==> config.mk <==
export PLATFORM = sky130hd
export DESIGN_NAME = rot_regfile
export DESIGN_NICKNAME = d
export VERILOG_FILES = /design/src/rtl/rrf_pkg.sv /design/src/rtl/rrf_map.sv /design/src/rtl/rrf_base.sv /design/src/rtl/rrf_pred.sv /design/src/rtl/rot_regfile.sv
export SDC_FILE = /design/constraint.sdc
export NUM_CORES = 2
export LEC_CHECK = 0
export BUFFER_PORTS_ARGS = -buffer_cell sky130_fd_sc_hd__buf_4
export CAP_MARGIN = 20
export CORE_MARGIN = 3
export CORE_UTILIZATION = 25
export CTS_CLUSTER_DIAMETER = 40
export DETAILED_ROUTE_END_ITERATION = 8
export PLACE_DENSITY = 0.35
export SLEW_MARGIN = 20
export SYNTH_ARGS = -nofsm -noshare
export SYNTH_HDL_FRONTEND = slang
export SYNTH_HIERARCHICAL = 1
export SYNTH_SLANG_ARGS = --single-unit
export TNS_END_PERCENT = 50
==> constraint.sdc <==
create_clock -name clk_i -period 8.1 [get_ports clk_i]
set_input_delay 0.81 -clock clk_i [delete_from_list [all_inputs] [get_ports clk_i]]
set_output_delay 0.81 -clock clk_i [all_outputs]
set_load 0.02 [all_outputs]
==> src/rtl/rrf_pkg.sv <==
package rrf_pkg;
  localparam int unsigned DEF_DATA_W     = 32;
  localparam int unsigned DEF_NUM_REGS   = 32;
  localparam int unsigned DEF_NUM_STATIC = 8;
  localparam int unsigned DEF_NUM_PRED   = 8;
  localparam int unsigned NUM_PORTS      = 3;  // write, read0, read1
endpackage

==> src/rtl/rrf_map.sv <==
module rrf_map #(
  parameter int unsigned NUM_REGS   = 32,
  parameter int unsigned NUM_STATIC = 8,
  parameter int unsigned IDX_W      = $clog2(NUM_REGS),
  parameter int unsigned BASE_W     = $clog2(NUM_REGS - NUM_STATIC)
) (
  input  logic [IDX_W-1:0]  spec_i,
  input  logic [BASE_W-1:0] base_i,
  output logic [IDX_W-1:0]  phys_o
);
  localparam int unsigned ROT = NUM_REGS - NUM_STATIC;

  logic [IDX_W:0] off;
  logic [IDX_W:0] sum;
  logic [IDX_W:0] wrapped;

  always_comb begin
    off     = {1'b0, spec_i} - (IDX_W+1)'(NUM_STATIC);
    sum     = off + (IDX_W+1)'(base_i);
    wrapped = (sum >= (IDX_W+1)'(ROT)) ? sum - (IDX_W+1)'(ROT) : sum;
    if (spec_i < IDX_W'(NUM_STATIC)) phys_o = spec_i;
    else                             phys_o = IDX_W'(NUM_STATIC) + wrapped[IDX_W-1:0];
  end
endmodule

==> src/rtl/rrf_base.sv <==
module rrf_base #(
  parameter int unsigned ROT    = 24,
  parameter int unsigned BASE_W = $clog2(ROT)
) (
  input  logic              clk_i,
  input  logic              rst_ni,
  input  logic              rot_i,
  output logic [BASE_W-1:0] base_o
);
  logic [BASE_W-1:0] base_q;

  always_ff @(posedge clk_i or negedge rst_ni) begin
    if (!rst_ni)    base_q <= '0;
    else if (rot_i) base_q <= (base_q == '0) ? BASE_W'(ROT - 1) : base_q - 1'b1;
  end

  assign base_o = base_q;
endmodule

==> src/rtl/rrf_pred.sv <==
module rrf_pred #(
  parameter int unsigned NUM_PRED = 8
) (
  input  logic                clk_i,
  input  logic                rst_ni,
  input  logic                rot_i,
  input  logic                stage_en_i,
  output logic [NUM_PRED-1:0] pred_o
);
  logic [NUM_PRED-1:0] pred_q;
  logic [NUM_PRED-1:0] pred_d;

  generate
    if (NUM_PRED == 1) begin : g_single
      assign pred_d = stage_en_i;
    end else begin : g_shift
      assign pred_d = {pred_q[NUM_PRED-2:0], stage_en_i};
    end
  endgenerate

  always_ff @(posedge clk_i or negedge rst_ni) begin
    if (!rst_ni)    pred_q <= '0;
    else if (rot_i) pred_q <= pred_d;
  end

  assign pred_o = pred_q;
endmodule

==> src/rtl/rot_regfile.sv <==
module rot_regfile #(
  parameter int unsigned DATA_W     = rrf_pkg::DEF_DATA_W,
  parameter int unsigned NUM_REGS   = rrf_pkg::DEF_NUM_REGS,
  parameter int unsigned NUM_STATIC = rrf_pkg::DEF_NUM_STATIC,
  parameter int unsigned NUM_PRED   = rrf_pkg::DEF_NUM_PRED,
  localparam int unsigned IDX_W     = $clog2(NUM_REGS),
  localparam int unsigned ROT       = NUM_REGS - NUM_STATIC,
  localparam int unsigned BASE_W    = $clog2(ROT)
) (
  input  logic                clk_i,
  input  logic                rst_ni,
  input  logic                we_i,
  input  logic [IDX_W-1:0]    wr_spec_i,
  input  logic [DATA_W-1:0]   wr_data_i,
  input  logic [IDX_W-1:0]    rd0_spec_i,
  output logic [DATA_W-1:0]   rd0_data_o,
  input  logic [IDX_W-1:0]    rd1_spec_i,
  output logic [DATA_W-1:0]   rd1_data_o,
  input  logic                loop_br_i,
  input  logic                stage_en_i,
  output logic [BASE_W-1:0]   rot_base_o,
  output logic [NUM_PRED-1:0] pred_o
);
  localparam int unsigned NP = rrf_pkg::NUM_PORTS;

  logic [BASE_W-1:0] base;
  logic [IDX_W-1:0]  spec_a [NP];
  logic [IDX_W-1:0]  phys_a [NP];
  logic [DATA_W-1:0] regs_q [NUM_REGS];

  rrf_base #(.ROT(ROT), .BASE_W(BASE_W)) u_base (
    .clk_i (clk_i),
    .rst_ni(rst_ni),
    .rot_i (loop_br_i),
    .base_o(base)
  );

  rrf_pred #(.NUM_PRED(NUM_PRED)) u_pred (
    .clk_i     (clk_i),
    .rst_ni    (rst_ni),
    .rot_i     (loop_br_i),
    .stage_en_i(stage_en_i),
    .pred_o    (pred_o)
  );

  assign spec_a[0] = wr_spec_i;
  assign spec_a[1] = rd0_spec_i;
  assign spec_a[2] = rd1_spec_i;

  generate
    for (genvar p = 0; p < NP; p++) begin : g_map
      rrf_map #(
        .NUM_REGS  (NUM_REGS),
        .NUM_STATIC(NUM_STATIC),
        .IDX_W     (IDX_W),
        .BASE_W    (BASE_W)
      ) u_map (
        .spec_i(spec_a[p]),
        .base_i(base),
        .phys_o(phys_a[p])
      );
    end
  endgenerate

  // write maps through the pre-rotation base
  always_ff @(posedge clk_i or negedge rst_ni) begin
    if (!rst_ni) begin
      for (int i = 0; i < NUM_REGS; i++) regs_q[i] <= '0;
    end else if (we_i) begin
      regs_q[phys_a[0]] <= wr_data_i;
    end
  end

  assign rd0_data_o = regs_q[phys_a[1]];
  assign rd1_data_o = regs_q[phys_a[2]];
  assign rot_base_o = base;
endmodule

==> impl_results.md <==
- WHS Path Cells: 2
- Most frequent cells in the layout: dfrtp_1 (1037), mux2i_1 (1024), mux2_2 (992)
- R2R depth: 13
- CP Buf/Inv Count: 3
- Clk Latency, worst-skew pair: about 0.85 ns
- Flop-to-flop setup slack: 2.83 ns
- Htree depth: 4
- Detailed-route DRC error count: 0
- Avg Cell Area, Syn: 12.08 sq um
- Largest net degree at the start of global routing: 154
- Rel. slew slack: 22.05%
- Number of buffers created by CTS: 240
- Nets: 4917
- Total track usage: 19.64%
- Synthesized area: just under 60000 sq um
- Dpl ws: between 1.5 and 2 ns
- Setup Skew: 0.03188 ns
- Core area: 230300 sq um
- Die ar.: 237900 sq um
- Die Height: 487.7 um
- Routability cong.: 0.7420
- First-pass GRT wire length: 335500 um
- Crit path cell chain: ha_1, ha_1, inv_1, fa_1, o21ai_0, and2_4, buf_4, a22o_1, nor3_1, a31oi_1, nand3_1, buf_4
- Outcome: finished, final reports clean
- Remaining antenna violation count: 0
- Via/cell ratio: 5.077
- TritonCTS clock tree: done
- Longest Clk Path Bufs: 3
- Worst R2R Start: u_base/base_o[1]
- CP required: between 7 and 8 ns
- RSZ-0062 raised after global routing: false
- Die W: 487.7 um
- Mapped Cells: 4802
- Fin worst setup slack: 1.538 ns
- Largest fanout on the critical path: 34
- Commonest non-fill, non-tap cell in the layout: dfrtp_1
- Slew Viols, Final: 0
- DR WL/cell: 29.41 um
- Hold Path End: u_pred/pred_o[0]
- Area contributors post-synth: dfrtp_1 (45%), mux2_2 (19%), mux2i_1 (18%)
- Area Growth Syn to Fin: 21.20%
- Final WL: 237100 um
- Tightest Hold Check Type: primary input to flip-flop
- Sequential fraction of the synthesis area: ~45%
- Final core utilization: about 31%
- Max-Cap Viols: 0
- DR iter-0 viols: 2445
- Fin Setup TNS: 0 ns
- Via Count: 40939
- Maximum clock frequency: between 150 and 200 MHz
- Crit. End Element: output port
- Terminus of the critical flop-to-flop path: regs_q[80]
- Post-DP HPWL: roughly 130000 um
- Register bit total from synthesis: 1037
- Post-synth top area share: 44.73%
- Final Hold Fails: 0
- Std cell rows: ~180
- Initial core utilization: 25.18%
- Max stage delay cell, worst path: o21ai_0
- Crit path DAT: 5.75 ns
- Fraction of layout cells with a size suffix above 1: 33.79%
- Remaining global-route overflow: 0
- Tmin final: around 6.6 ns
- Clock Sinks: roughly 1000
- Synth unique cells: between 40 and 50
- Ports: 129
- # setup viols final: 0
- Tcrit/Tclk final: 81.01%
- Drt pass-1 iters: 5
- Initial antenna violation count: 13
- Startpoint Class: flip-flop
- Top_reg_cell synth: dfrtp_1
- Async S/R FF share, synth: 100.0%
- Worst Tran Pin Value: around 1.2 ns
- Clock slew seen by the registers of the worst setup and hold paths: 0.04 ns
- Post-synth EDFFs: 0
- Port bufs: 128
- CP delay by family, top: compound AO/OA/AOI/OAI gates
- Area leader, netlist: dfrtp_1
- Clk Tree Root Cell: clkbuf_16
- Max incr delay on CP: 0.86 ns
- Hold path start: stage_en_i
- Vias in the first global route: 42506
- Yosys warns: 6
- Synthesized net count: 4885
- Crit path kind: flip-flop to output port
-- kinds of logic (layout without fill, tap and decap cells) --
group,count (synthesis),after routing,synth area share [%]
compound gates,624,624,7.331
xor+xnor,17,17,0.2567
fa+ha+maj,31,31,0.7075
buf+inv,490,719,4.598
flops,1037,1037,44.73
mux,2063,2063,37.89
other cells,0,7,0
simple gates,540,540,4.482
-- synth_stat cells (all sizes together) (2+ instances only) --
| master | count |
|---|---|
| a22o | 128 |
| a221oi | 6 |
| nand2b | 7 |
| dfrtp | 1037 |
| xor2 | 3 |
| nor3 | 65 |
| inv | 42 |
| ha | 28 |
| nor2b | 4 |
| clkbuf | 190 |
| or2 | 3 |
| mux2i | 1024 |
| a21boi | 3 |
| a21oi | 209 |
| and2 | 2 |
| or3 | 3 |
| buf | 258 |
| a21o | 6 |
| nor3b | 4 |
| nor2 | 29 |
| o22ai | 3 |
| o21ai | 12 |
| a22oi | 192 |
| mux2 | 1039 |
| nand3 | 195 |
| nand3b | 4 |
| nand2 | 218 |
| a31oi | 64 |
| fa | 3 |
| xnor2 | 14 |
-- per-stage QoR --
step	std cells	hold slack [ns]	area, sq um
finish	8064	0.1910	70310
global route	8058	0.1456	70290
CTS	8056	0.09909	70260
detailed placement	7616	0.5006	61800
global placement	7614	0.4893	61740
floorplan	4802	0.4793	58010
-- sequential cells by signal, summed over array words and instances (netlist names) --
signal and count:
regs_q 1024, u_pred/pred_o 8, u_base/base_o 5
-- what timing repair did --
action	CTS	global route
hold buffers	1	0
endpoints found under the setup margin	0	0
hold endpoints to repair	54	0
buffers inserted	0	0
gates resized for setup	0	0
-- how the worst max path moves through the flow --
stage | startpoint | end | slack (ns) | cells after the start
6_report | u_base/base_o[1] | rd0_data_o[1] | 1.54 | 12
3_5_place_dp | rd0_spec_i[1] | rd0_data_o[1] | 1.99 | 13
3_3_place_gp | rd0_spec_i[1] | rd0_data_o[1] | 2.05 | 13
2_1_floorplan | rd0_spec_i[1] | rd0_data_o[10] | 3.85 | 15
4_1_cts | u_base/base_o[1] | rd0_data_o[1] | 1.41 | 12
5_1_grt | u_base/base_o[1] | rd1_data_o[3] | 1.33 | 13
-- layout make-up --
| class | count | area (sq um) |
|---|---|---|
| diodes | 7 | 17.52 |
| clock buffers | 314 | 6645 |
| clock inverters | 125 | 1810 |
| fillers | 23340 | 160000 |
| inverters | 42 | 157.7 |
| multi-input cells | 3275 | 29650 |
| flip-flops and latches | 1037 | 25950 |
| well taps | 3026 | 3786 |
| repair buffers | 238 | 2295 |
-- metal layers --
metal	share of wire, %	GRT usage (%)
met1	49	28.50
met2	44	29.86
met3	4.3	3.241
met4	2.5	5.576
met5	0.013	0
-- worst reg2reg max path: stages (launching register included) --
cell and delay, ns:
dfrtp_1 0.48, ha_1 0.33, ha_1 0.17, inv_1 0.07, fa_1 0.50, nand2b_1 0.11, a21oi_1 0.10, a221oi_2 0.30
xnor2_1 0.09, nor2_1 0.57, nand3_1 0.53, nor2_4 0.73, buf_4 0.69, mux2_2 0.46
Power is not shown: default switching activity piles up to over one toggle a cycle in this logic, so the estimate is an artifact.
